--- src/rtl/modexp_pkg.sv ---
package modexp_pkg;
  typedef enum logic [1:0] {
    ST_IDLE   = 2'd0,
    ST_REDUCE = 2'd1,
    ST_SQUARE = 2'd2,
    ST_MULT   = 2'd3
  } me_state_e;
endpackage

--- src/rtl/me_rst_sync.sv ---
module me_rst_sync (
  input  logic clk,
  input  logic rst_n,
  output logic rst_sync_n
);
  logic meta_q;

  always_ff @(posedge clk or negedge rst_n) begin
    if (!rst_n) begin
      meta_q     <= 1'b0;
      rst_sync_n <= 1'b0;
    end else begin
      meta_q     <= 1'b1;
      rst_sync_n <= meta_q;
    end
  end
endmodule

--- src/rtl/me_msb_index.sv ---
module me_msb_index #(
  parameter int W = 32,
  localparam int IW = $clog2(W)
) (
  input  logic [W-1:0]  val,
  output logic [IW-1:0] idx
);
  always_comb begin
    idx = '0;
    for (int i = 0; i < W; i++) begin
      if (val[i]) idx = IW'(i);
    end
  end
endmodule

--- src/rtl/me_modmul.sv ---
// Bit-serial modular product: res = a*b mod n, multiplier bits MSB first.
// Requires a < n. Busy for W cycles after go, done pulses once.
module me_modmul #(
  parameter int W = 32,
  localparam int IW = $clog2(W),
  localparam int XW = W + 1
) (
  input  logic         clk,
  input  logic         rst_n,
  input  logic         go,
  input  logic [W-1:0] a,
  input  logic [W-1:0] b,
  input  logic [W-1:0] n,
  output logic         busy,
  output logic         done,
  output logic [W-1:0] res
);
  logic [W-1:0]  acc_q, acc_n, a_q, b_q, b_n;
  logic [IW-1:0] cnt_q, cnt_n;
  logic          busy_n, done_n, a_en;
  logic [XW-1:0] dbl, sum, n_x;

  // one reduction step on a 33-bit value
  always_comb begin
    n_x = {1'b0, n};
    dbl = {acc_q, 1'b0};
    if (dbl >= n_x) dbl = dbl - n_x;
    sum = dbl + (b_q[W-1] ? {1'b0, a_q} : '0);
    if (sum >= n_x) sum = sum - n_x;
  end

  always_comb begin
    acc_n  = acc_q;
    b_n    = b_q;
    cnt_n  = cnt_q;
    busy_n = busy;
    done_n = 1'b0;
    a_en   = 1'b0;
    if (go) begin
      acc_n  = '0;
      b_n    = b;
      cnt_n  = '0;
      busy_n = 1'b1;
      a_en   = 1'b1;
    end else if (busy) begin
      acc_n = sum[W-1:0];
      b_n   = {b_q[W-2:0], 1'b0};
      cnt_n = cnt_q + 1'b1;
      if (cnt_q == IW'(W - 1)) begin
        busy_n = 1'b0;
        done_n = 1'b1;
      end
    end
  end

  always_ff @(posedge clk or negedge rst_n) begin
    if (!rst_n) begin
      acc_q <= '0;
      b_q   <= '0;
      a_q   <= '0;
      cnt_q <= '0;
      busy  <= 1'b0;
      done  <= 1'b0;
    end else begin
      acc_q <= acc_n;
      b_q   <= b_n;
      cnt_q <= cnt_n;
      busy  <= busy_n;
      done  <= done_n;
      if (a_en) a_q <= a;
    end
  end

  assign res = acc_q;
endmodule

--- src/rtl/modexp_engine.sv ---
module modexp_engine
  import modexp_pkg::*;
#(
  parameter int W = 32,
  localparam int IW = $clog2(W)
) (
  input  logic         clk,
  input  logic         rst_n,
  input  logic         start,
  input  logic [W-1:0] m,
  input  logic [W-1:0] e,
  input  logic [W-1:0] n,
  output logic         ready,
  output logic [W-1:0] c
);
  logic          rst_sync_n;
  me_state_e     st_q, st_n;
  logic [W-1:0]  m_q, e_q, n_q, p_q, z_q, z_n;
  logic [IW-1:0] idx_q, idx_n, top_idx;
  logic          cap_en, p_en, z_en, idx_en;
  logic          mul_go, go_n, mul_busy, mul_done;
  logic [W-1:0]  op_a, op_b, mul_res;

  me_rst_sync u_rst (.clk(clk), .rst_n(rst_n), .rst_sync_n(rst_sync_n));

  me_msb_index #(.W(W)) u_msb (.val(e_q), .idx(top_idx));

  me_modmul #(.W(W)) u_mul (
    .clk(clk), .rst_n(rst_sync_n), .go(mul_go), .a(op_a), .b(op_b), .n(n_q),
    .busy(mul_busy), .done(mul_done), .res(mul_res)
  );

  // operand selection per phase
  always_comb begin
    op_a = z_q;
    op_b = z_q;
    case (st_q)
      ST_REDUCE: begin op_a = W'(1); op_b = m_q; end
      ST_MULT:   op_b = p_q;
      default:   ;
    endcase
  end

  always_comb begin
    st_n   = st_q;
    go_n   = 1'b0;
    cap_en = 1'b0;
    p_en   = 1'b0;
    z_en   = 1'b0;
    z_n    = z_q;
    idx_en = 1'b0;
    idx_n  = idx_q;
    case (st_q)
      ST_IDLE: if (start) begin
        cap_en = 1'b1;
        st_n   = ST_REDUCE;
        go_n   = 1'b1;
      end
      ST_REDUCE: if (mul_done) begin
        p_en = 1'b1;
        z_en = 1'b1;
        z_n  = (n_q == W'(1)) ? '0 : W'(1);
        if (e_q == '0) begin
          st_n = ST_IDLE;
        end else begin
          idx_en = 1'b1;
          idx_n  = top_idx;
          st_n   = ST_SQUARE;
          go_n   = 1'b1;
        end
      end
      ST_SQUARE: if (mul_done) begin
        z_en = 1'b1;
        z_n  = mul_res;
        if (e_q[idx_q]) begin
          st_n = ST_MULT;
          go_n = 1'b1;
        end else if (idx_q == '0) begin
          st_n = ST_IDLE;
        end else begin
          idx_en = 1'b1;
          idx_n  = idx_q - 1'b1;
          go_n   = 1'b1;
        end
      end
      ST_MULT: if (mul_done) begin
        z_en = 1'b1;
        z_n  = mul_res;
        if (idx_q == '0) begin
          st_n = ST_IDLE;
        end else begin
          idx_en = 1'b1;
          idx_n  = idx_q - 1'b1;
          st_n   = ST_SQUARE;
          go_n   = 1'b1;
        end
      end
      default: st_n = ST_IDLE;
    endcase
  end

  always_ff @(posedge clk or negedge rst_sync_n) begin
    if (!rst_sync_n) begin
      st_q   <= ST_IDLE;
      mul_go <= 1'b0;
      m_q    <= '0;
      e_q    <= '0;
      n_q    <= '0;
      p_q    <= '0;
      z_q    <= '0;
      idx_q  <= '0;
    end else begin
      st_q   <= st_n;
      mul_go <= go_n;
      if (cap_en) begin
        m_q <= m;
        e_q <= e;
        n_q <= n;
      end
      if (p_en)   p_q   <= mul_res;
      if (z_en)   z_q   <= z_n;
      if (idx_en) idx_q <= idx_n;
    end
  end

  assign ready = (st_q == ST_IDLE);
  assign c     = z_q;
endmodule

--- config.mk ---
export PLATFORM = sky130hd
export DESIGN_NAME = modexp_engine
export DESIGN_NICKNAME = d
export VERILOG_FILES = /design/src/rtl/modexp_pkg.sv /design/src/rtl/me_rst_sync.sv /design/src/rtl/me_msb_index.sv /design/src/rtl/me_modmul.sv /design/src/rtl/modexp_engine.sv
export SDC_FILE = /design/constraint.sdc
export NUM_CORES = 1
export LEC_CHECK = 0
export BUFFER_PORTS_ARGS = -buffer_cell sky130_fd_sc_hd__buf_2
export CAP_MARGIN = 20
export CORE_MARGIN = 1
export CORE_UTILIZATION = 60
export CTS_CLUSTER_DIAMETER = 120
export CTS_CLUSTER_SIZE = 12
export DETAILED_ROUTE_END_ITERATION = 7
export PLACE_DENSITY = 0.8
export SLEW_MARGIN = 20
export SYNTH_ARGS = -nofsm -noshare
export SYNTH_HDL_FRONTEND = slang
export SYNTH_SLANG_ARGS = --single-unit
--- constraint.sdc ---
create_clock -name clk -period 9.1 [get_ports clk]
set_clock_uncertainty 0.15 [all_clocks]
set_input_delay 1.82 -clock clk [delete_from_list [all_inputs] [get_ports clk]]
set_output_delay 1.82 -clock clk [all_outputs]
set_load 0.02 [all_outputs]
# [After elaboration in Yosys (flattened, before gate mapping)]
# Index checks and enable logic that the tools add are counted.
[totals] reg_bits=273 out_inout_bits=33 inputBits=99 word_cells=134
[classes] n_reduce_logical=11 eq_ne=13 order_cmp=3 n_mux=86 addsub=5
[ops] op="two-way mux 32 bit" count=9
[ops] op="case mux 32 bit (2 select lines)" count=2
[ops] op="two-way mux 5 bit" count=24
[ops] op=">= comparator 33 x 32 -> 1 bit" count=2
[ops] op="adder 33 x 32 -> 33 bit" count=1
[ops] op="two-way mux 33 bit" count=1
[ops] op="subtractor 33 x 32 -> 33 bit" count=1
[ops] op="== test 32 x 1 -> 1 bit (second input constant)" count=1
[ops] op="zero test 32 bit" count=1
[ops] op="two-way mux 4 bit" count=8
[ops] op="subtractor 32 bit" count=1
[ops] op="two-way mux 1 bit" count=23
[ops] op="two-way mux 2 bit" count=10
[ops] op="case mux 5 bit (3 select lines)" count=1
[ops] op="two-way mux 3 bit" count=4
[ops] op="inequality test 2 x 1 -> 1 bit (second input constant)" count=4
[ops] op="case mux 2 bit (4 select lines)" count=1
[ops] op="AND reduction 7 bit" count=1
[ops] op="< comparator 5 x 6 -> 1 bit (second input constant)" count=1
[ops] op="inequality test 2 bit (second input constant)" count=3
[ops] op="adder 5 x 1 -> 5 bit (second input constant)" count=1
[ops] op="binary-select mux 1 bit (select 5 bit)" count=1
[ops] op="== test 5 bit (second input constant)" count=1
[ops] op="zero test 5 bit" count=1
[ops] op="other kinds (13)" count=15

# [Logic depth before layout (Yosys ltp)]
# Gate-level depths: netlist of run 1.
[logic_depth] word_depth=34 depth_mapped=36 depth_no_buf=32

# [Modules after synthesis]
# Synthesis of run 1 repeated with hierarchy kept, for this count alone.
[unflattened] cells_unflattened=2054 hier_area_um2=18137.4
[by_module_without_submodules] mod="me_modmul" n_inst=1 area_per_inst_um2=9934.5 seq_area_each_um2=2577.5 cells_each=1209
[by_module_without_submodules] mod="modexp_engine" n_inst=1 area_per_inst_um2=7796.2 seq_area_each_um2=4204.0 cells_each=782
[by_module_without_submodules] mod="me_msb_index" n_inst=1 area_per_inst_um2=352.8 seq_area_each_um2=0.0 cells_each=60
[by_module_without_submodules] mod="me_rst_sync" n_inst=1 area_per_inst_um2=53.8 seq_area_each_um2=50.0 cells_each=3

# [Worst setup path before layout of run 1]
# OpenSTA, ideal clock, no wires.
[synth_path] kind="register to register" startpoint="reg u_mul.acc_q[8] (netlist: u_mul.res[8])" endpoint="reg u_mul.acc_q[20] (netlist: u_mul.res[20])" period_less_slack_ps=7571 required_time_ps=8854 setup_time_ps=96 path_stages_with_launch=35 path_slack_ps=1529 path_buffers=7 arrival_time_ps=7325 path_cell_list="dfrtp_1 -> ha_1 -> clkbuf_1 -> o211ai_1 -> o211ai_1 -> a22oi_1 -> o21ai_1 -> a21o_1 -> clkbuf_1 -> clkbuf_1 -> buf_1 -> a21oi_1 -> fa_1 -> a211oi_1 -> o21bai_4 -> a21boi_4 -> o21ai_2 -> a221oi_1 -> nor2_1 -> a31oi_1 -> xnor2_1 -> ha_1 -> clkbuf_1 -> a21o_1 -> a21oi_1 -> o21bai_1 -> a21oi_1 -> o21bai_1 -> o2bb2ai_1 -> a311oi_2 -> and2_4 -> buf_6 -> buf_2 -> nand2_1 -> a311oi_2"
[synth_via] elab_chain_len=7 word_cells_on_any_way=9 classes_between="add/sub (3); order compare (2); mux (4)"
[synth_rtl] element="start, declared" line="me_modmul.sv:18" source="logic [W-1:0] acc_q, acc_n, a_q, b_q, b_n;"
[synth_rtl] element="start signal, assigned" line="me_modmul.sv:65" source="acc_q <= acc_n;"
[synth_rtl] element="subtractor 33 x 32 -> 33 bit or >= comparator 33 x 32 -> 1 bit (tied branches)" line="me_modmul.sv:27" source="if (dbl >= n_x) dbl = dbl - n_x;"
[synth_rtl] element="two-way mux 33 bit *" line="me_modmul.sv:27"
[synth_rtl] element="adder 33 x 32 -> 33 bit *" line="me_modmul.sv:28" source="sum = dbl + (b_q[W-1] ? {1'b0, a_q} : '0);"
[synth_rtl] element="subtractor 32 bit or >= comparator 33 x 32 -> 1 bit (tied branches)" line="me_modmul.sv:29" source="if (sum >= n_x) sum = sum - n_x;"
[synth_rtl] element="two-way mux 32 bit *" line="me_modmul.sv:29"
[synth_rtl] element="two-way mux 32 bit *" line="me_modmul.sv:45" source="end else if (busy) begin"
[synth_rtl] element="two-way mux 32 bit *" line="me_modmul.sv:39" source="if (go) begin"
# Mark *: on every way between the ends. The rest lies on a longest branch, timed or not. The select of a mux whose other input is x is not followed.
# A chain may end at the register's enable or synchronous reset.

# [Worst setup path after layout of run 1]
[layout_path] startpoint="reg n_q[1]" endpoint="reg u_mul.acc_q[27] (netlist: u_mul.res[27])"
[layout_via] elab_chain_len=7 word_cells_on_any_way=9 classes_between="add/sub (3); order compare (2); mux (4)"
[layout_rtl] element="start, declared" line="modexp_engine.sv:18" source="logic [W-1:0] m_q, e_q, n_q, p_q, z_q, z_n;"
[layout_rtl] element="start signal, assigned" line="modexp_engine.sv:118" source="n_q <= n;"
[layout_rtl] element="subtractor 33 x 32 -> 33 bit or >= comparator 33 x 32 -> 1 bit (tied branches)" line="me_modmul.sv:27"
[layout_rtl] element="two-way mux 33 bit" line="me_modmul.sv:27"
[layout_rtl] element="adder 33 x 32 -> 33 bit" line="me_modmul.sv:28"
[layout_rtl] element="subtractor 32 bit or >= comparator 33 x 32 -> 1 bit (tied branches)" line="me_modmul.sv:29"
[layout_rtl] element="two-way mux 32 bit *" line="me_modmul.sv:29"
[layout_rtl] element="two-way mux 32 bit *" line="me_modmul.sv:45"
[layout_rtl] element="two-way mux 32 bit *" line="me_modmul.sv:39"
# Marks and branches as above.

==> results of run 1 <==
-- layer usage --
layer	part of all wire, %	global-route usage, %	up-vias	wire length [µm]
li1	-	-	6955	-
met1	42	43.6	7329	20700
met2	47	54.2	595	23400
met3	6.5	4.50	140	3250
met4	4.5	13.6	0	2220
met5	0	0	-	0
-- worst paths after layout --
path,start,end,slack (ns),cells after the start
hold / removal,u_rst.rst_sync_n$_DFF_PN0_,m_q[4]$_DFFE_PN0P_,0.22,1
setup reg to reg,n_q[1]$_DFFE_PN0P_,u_mul.res[27]$_DFFE_PN0P_,0.53,29
hold reg to reg,u_rst.rst_sync_n$_DFF_PN0_,m_q[4]$_DFFE_PN0P_,0.22,1
max in group asynchronous,u_rst.rst_sync_n$_DFF_PN0_,c[21]$_DFFE_PN0P_,7.40,2
min in group clk,u_rst.meta_q$_DFF_PN0_,u_rst.rst_sync_n$_DFF_PN0_,0.22,0
setup / recovery,n_q[1]$_DFFE_PN0P_,u_mul.res[27]$_DFFE_PN0P_,0.53,29
-- state kept, by name (all words and copies together) (netlist names) --
name,cells
u_mul.a_q,32
u_mul.busy,1
u_rst.rst_sync_n,1
st_q,2
u_mul.b_q,32
u_mul.res,32
u_rst.meta_q,1
e_q,32
c,32
m_q,32
u_mul.cnt_q,5
mul_go,1
idx_q,5
n_q,32
u_mul.done,1
p_q,32
-- stage by stage --
step | instances | utilization, % | hold slack, ns | setup WS [ns]
after floorplan | 1879 | - | 0.181 | 0.778
after global placement | 2314 | 64.4 | 0.187 | 0.744
after detailed placement | 2314 | 64.4 | 0.214 | 0.342
after CTS | 2345 | 66.8 | 0.227 | 0.292
after global routing | 2348 | 67.1 | 0.226 | 0.0950
final | 2348 | 67.1 | 0.218 | 0.525
-- cell usage after synthesis, drive strengths merged, types with 6 or more instances --
| library cell | number |
|---|---|
| dfrtp | 273 |
| mux2 | 98 |
| and3 | 12 |
| a21boi | 9 |
| nand3 | 28 |
| a22o | 31 |
| nand2b | 20 |
| xnor2 | 52 |
| nor2 | 125 |
| mux2i | 86 |
| a21o | 36 |
| nor2b | 10 |
| a31oi | 15 |
| clkbuf | 77 |
| nor4 | 19 |
| mux4 | 10 |
| nor3 | 19 |
| o21a | 20 |
| nand2 | 168 |
| or3 | 8 |
| o21bai | 16 |
| a311oi | 8 |
| inv | 106 |
| o31ai | 12 |
| o31a | 6 |
| a21oi | 117 |
| xor2 | 25 |
| o211ai | 38 |
| and2 | 40 |
| buf | 17 |
| ha | 100 |
| a211oi | 44 |
| or4 | 6 |
| nand4 | 14 |
| o21ai | 161 |
-- critical path: cells and delay by family (launching register included) --
kind            cells  cell delay [ns]
flops               1             0.46
xor+xnor            1             0.13
compound gates     16             4.42
simple gates        7             2.00
fa+ha+maj           3             0.94
buf+inv             2             0.35
-- final cells by class --
type,instances,area [µm²]
inverters,107,402
flip-flops and latches,273,6850
fillers,2311,9480
multi-input cells,1407,10100
repair buffers,146,808
well taps,384,480
clock inverters,1,5.00
clock buffers,30,687
-- logic make-up after synthesis --
kind of cell,synth area share [%]
compound gates,20.3
xor+xnor,3.87
fa+ha+maj,7.44
buf+inv,4.43
flops,38.8
mux,12.4
other cells,0.0213
simple gates,12.8
-- repair_timing --
action	in CTS	in global routing
gates resized for setup	0	5
endpoints found under the setup margin	0	32
endpoints found under the hold margin	0	0
==> results.md, run 1 <==
- Commonest non-fill, non-tap cells in the layout: dfrtp_1, nand2_1, o21ai_0
- DR vias: 15000
- Starting Density: 61.2%
- Total clock sinks: between 200 and 300
- Final min period: 8.57 ns
- Full die area: 30100 µm²
- H-tree Lvls: 1
- Top cells by area, synth: dfrtp_1, ha_1, mux2_2, mux2i_1, o21ai_0
- Chip width: 173 µm
- Setup TNS Final: 0 ns
- Nets: approximately 2200
- Max-slew headroom: 31.6%
- Number of CTS-inserted buffers: 26
- Startpoint Class: register
- Max_cap viols: 0
- RSZ-0062 raised after global routing: false
- First-pass DRT Iterations: 5
- Vias in the first global route: between 10000 and 15000
- Mean Syn Cell Area: 9.38 µm²
- Crit path max fanout: 16
- Io pins: 132
- Yosys cell types: 77
- Finished layout cell area: between 15000 and 20000 µm²
- Post-synthesis sequential area ratio: between 30% and 40%
- Asr flop ratio synth: 100%
- Clk root buf: clkbuf_16
- Routed Antenna Nets: 0
- Maximum clock rate: about 120 MHz
- Tightest Pin Transition: 1.02 ns
- Yosys warns: 0
- Share of the synthesized area in the top cell type: 38.8%
- Worst-path clk slew: around 0.070 ns
- Crit Path Category: register to register
- Ant diodes: 0
- Crit-path slowest cell: or4_4
- Total gr overflow: 0
- Leading area contributor after synthesis: dfrtp_1
- Setup bufs post-CTS: 0
- Finish-stage setup viols: 0
- Hold Vio Cnt, Final: 0
- WP data required: 9.40 ns
- Final wirelength: 49600 µm
- Routed WL per cell: 21.1 µm
- HP Class: register to async pin
- # DRC: 0
- Area after DPL: 18500 µm²
- Port Buffers: 131
- Via density: 6.40
- Iter 0 DRT Violations: 1232
- First-pass GRT wire length: 79300 µm
- Routability Congestion: between 0.9 and 1
- Worst-Skew Late Latency: around 0.55 ns
- Post-synth EDFFs: 0
- TritonCTS clock tree: done
- Largest net degree at the start of global routing: between 150 and 200
- Syn_nets: 2081
- Post-DP HPWL: 35600 µm
- Synthesis-to-layout area growth: 9.50%
- Fin crit share: ~94%
- Status: finished clean
- Number of antenna violations at the first check in global routing: 0
- Hold_buf cts: 0
- Share of cells above drive strength 1: 15.7%
- Crit path largest cell delay: 0.57 ns
- Mapped Cells: ~1900
- Total track usage: 32.8%
- Yosys reg bits: ~270
- Num rows: 62
- Slew Viols, Final: 0
- Core Region: 28800 µm²
- Most common cell after layout, fill and taps aside: dfrtp_1
- Clock buffer depth: 3
- Arrival time worst endpoint: approximately 8.9 ns
- CP endpoint kind: register
- Mapped cell area: ~18000 µm²
- Main synth FF type: dfrtp_1
- Die Height: ~170 µm
Power of run 1 is left out: the tool's default activity adds up to more than one toggle a clock period on the data nets, which glitch-free logic cannot reach.
==> run 2: changes to the inputs <==
--- a/config.mk
+++ b/config.mk
@@ -12,7 +12,7 @@
 export CTS_CLUSTER_DIAMETER = 120
 export CTS_CLUSTER_SIZE = 12
 export DETAILED_ROUTE_END_ITERATION = 7
-export PLACE_DENSITY = 0.8
+export PLACE_DENSITY = 0.9
 export SLEW_MARGIN = 20
 export SYNTH_ARGS = -nofsm -noshare
 export SYNTH_HDL_FRONTEND = slang
==> run 2 against run 1 <==
Against the previous run:
- cell area down 0.23%
- clock-buffer cell count rose by 1
- wire length rose by 2.0%
- register-to-register slack worse by 0.02 ns
- die area unchanged
- global-route usage is 0.77 points higher
- worst setup slack got worse by 0.021 ns
- non-clock buffer count up 2
==> results.md, run 2 (synthesis results as in run 1) <==
- Status: finished clean (unchanged)
- Starting Density: 61.2% (unchanged)
- Max_cap viols: 0 (unchanged)
- First-pass GRT wire length: 80700 µm (was 79300 µm)
- Worst-Skew Late Latency: 0.55 ns (about the same)
- Finish-stage setup viols: 0 (unchanged)
- Crit path max fanout: 19 (was 16)
- Hold_buf cts: 0 (unchanged)
- Tightest Pin Transition: 1.03 ns (was 1.02 ns)
- Arrival time worst endpoint: 8.90 ns (was 8.87 ns)
- TritonCTS clock tree: done (unchanged)
- Chip width: 173 µm (unchanged)
- Nets: 2164 (was 2163)
- Crit Path Category: register to register (unchanged)
- DR vias: 15100 (was 15000)
- Routability Congestion: 1.01 (was 0.997)
- Fillers: 2238 (was 2311)
- Crit-path slowest cell: and2_2 (was or4_4)
- Core Region: 28800 µm² (unchanged)
- Met1 wire length: 20900 µm (was 20700 µm)
- Crit path largest cell delay: 0.65 ns (was 0.57 ns)
- Hold Vio Cnt, Final: 0 (unchanged)
- HP Class: register to register (was register to async pin)
- Total gr overflow: 0 (unchanged)
- Setup TNS Final: 0 ns (unchanged)
- Die Height: 173 µm (unchanged)
- Share of cells above drive strength 1: 15.8% (was 15.7%)
- Full die area: 30100 µm² (unchanged)
- Num rows: 62 (unchanged)
- Final wirelength: 50600 µm (was 49600 µm)
- Total clock sinks: 273 (unchanged)
- Io pins: 132 (unchanged)
- Worst-path clk slew: 0.07 ns (about the same)
- DR WL met3: 3280 µm (was 3250 µm)
- Number of CTS-inserted buffers: 26 (unchanged)
- Slew Viols, Final: 0 (unchanged)
- Commonest non-fill, non-tap cells in the layout: dfrtp_1, nand2_1, o21ai_0 (unchanged)
- Clk root buf: clkbuf_16 (unchanged)
- Routed WL per cell: 21.5 µm (was 21.1 µm)
- Port Buffers: 131 (unchanged)
- WP data required: 9.40 ns (about the same)
- Synthesis-to-layout area growth: 9.25% (was 9.50%)
- H-tree Lvls: 1 (unchanged)
- Startpoint Class: register (unchanged)
- # DRC: 0 (unchanged)
- First-pass DRT Iterations: 6 (was 5)
- Final min period: 8.60 ns (was 8.57 ns)
- Clock buffer depth: 3 (unchanged)
- Number of antenna violations at the first check in global routing: 0 (unchanged)
- Routed Antenna Nets: 0 (unchanged)
- Iter 0 DRT Violations: 1423 (was 1232)
- Most common cell after layout, fill and taps aside: dfrtp_1 (unchanged)
- CP endpoint kind: register (unchanged)
- Maximum clock rate: 116 MHz (was 117 MHz)
- Largest net degree at the start of global routing: 85 (was 186)
- Via density: 6.41 (was 6.40)
- Ant diodes: 0 (unchanged)
- Vias in the first global route: 14800 (about the same)
- Top Layer Used: met4 (unchanged)
- Fin crit share: 94.5% (was 94.2%)
- Total track usage: 33.6% (was 32.8%)
- Met2 Routed Length: 24500 µm (was 23400 µm)
- Max-slew headroom: 30.9% (was 31.6%)
- Post-DP HPWL: 36900 µm (was 35600 µm)
- RSZ-0062 raised after global routing: false (unchanged)
==> run 2: cell count changes in the layout (fill, tap and decap cells not counted), sizes merged <==
cell,change
and2,-1
clkbuf,+1
buf,+2
==> run 2: metrics by stage <==
stage          instances  utilization, %  cell area (µm²)  hold WS, ns  worst slack (ns)
2_1_floorplan       1879               -            17600        0.181             0.778
3_3_place_gp        2317            64.5            18600        0.188             0.903
3_5_place_dp        2317            64.5            18600        0.186             0.635
4_1_cts             2349            66.9            19200        0.198             0.529
5_1_grt             2350            66.9            19300        0.197            0.0377
6_report            2350            66.9            19300        0.197             0.504
==> run 2: path summary, 6_finish.rpt <==
path | start | end | slack (ns) | depth (start not counted)
worst max register to register | n_q[1]$_DFFE_PN0P_ | u_mul.res[2]$_DFFE_PN0P_ | 0.50 | 30
worst min register to register | u_rst.meta_q$_DFF_PN0_ | u_rst.rst_sync_n$_DFF_PN0_ | 0.20 | 0
worst min-delay path | u_rst.meta_q$_DFF_PN0_ | u_rst.rst_sync_n$_DFF_PN0_ | 0.20 | 0
min in group asynchronous | u_rst.rst_sync_n$_DFF_PN0_ | u_mul.b_q[2]$_DFFE_PN0P_ | 0.28 | 0
max in group asynchronous | u_rst.rst_sync_n$_DFF_PN0_ | m_q[26]$_DFFE_PN0P_ | 6.31 | 2
worst max-delay path | n_q[1]$_DFFE_PN0P_ | u_mul.res[2]$_DFFE_PN0P_ | 0.50 | 30
==> run 2: routing by layer <==
layer	vias to the layer above	GRT usage, %
li1	6944	-
met1	7356	44.0
met2	638	57.6
met3	121	4.06
met4	0	11.9
met5	-	0
==> run 2: critical path, delay by kind of cell (launching register included) <==
kind	cells	cell delay (ns)
flip-flops	1	0.46
XOR/XNOR	1	0.20
buffers and inverters	2	0.30
adder cells (fa/ha/maj)	4	1.33
AO/OA/AOI/OAI	17	4.65
AND/OR/NAND/NOR	6	1.40
==> run 2: timing repair <==
item / in CTS / in global routing
setup endpoints to repair: 0 / 32
gates resized for setup: 0 / 1
buffers inserted: 0 / 0
==> run 2: area by class of cell <==
class	count	area, µm²	area share (%)
Clock buffer	31	691	3.59
Clock inverter	1	5.00	0.0260
Inverter	107	402	2.09
Tap cell	384	480	2.50
Sequential cell	273	6850	35.6
Multi-Input combinational cell	1406	10000	52.2
Timing Repair Buffer	148	783	4.07
Power of run 2 is left out for the same reason.
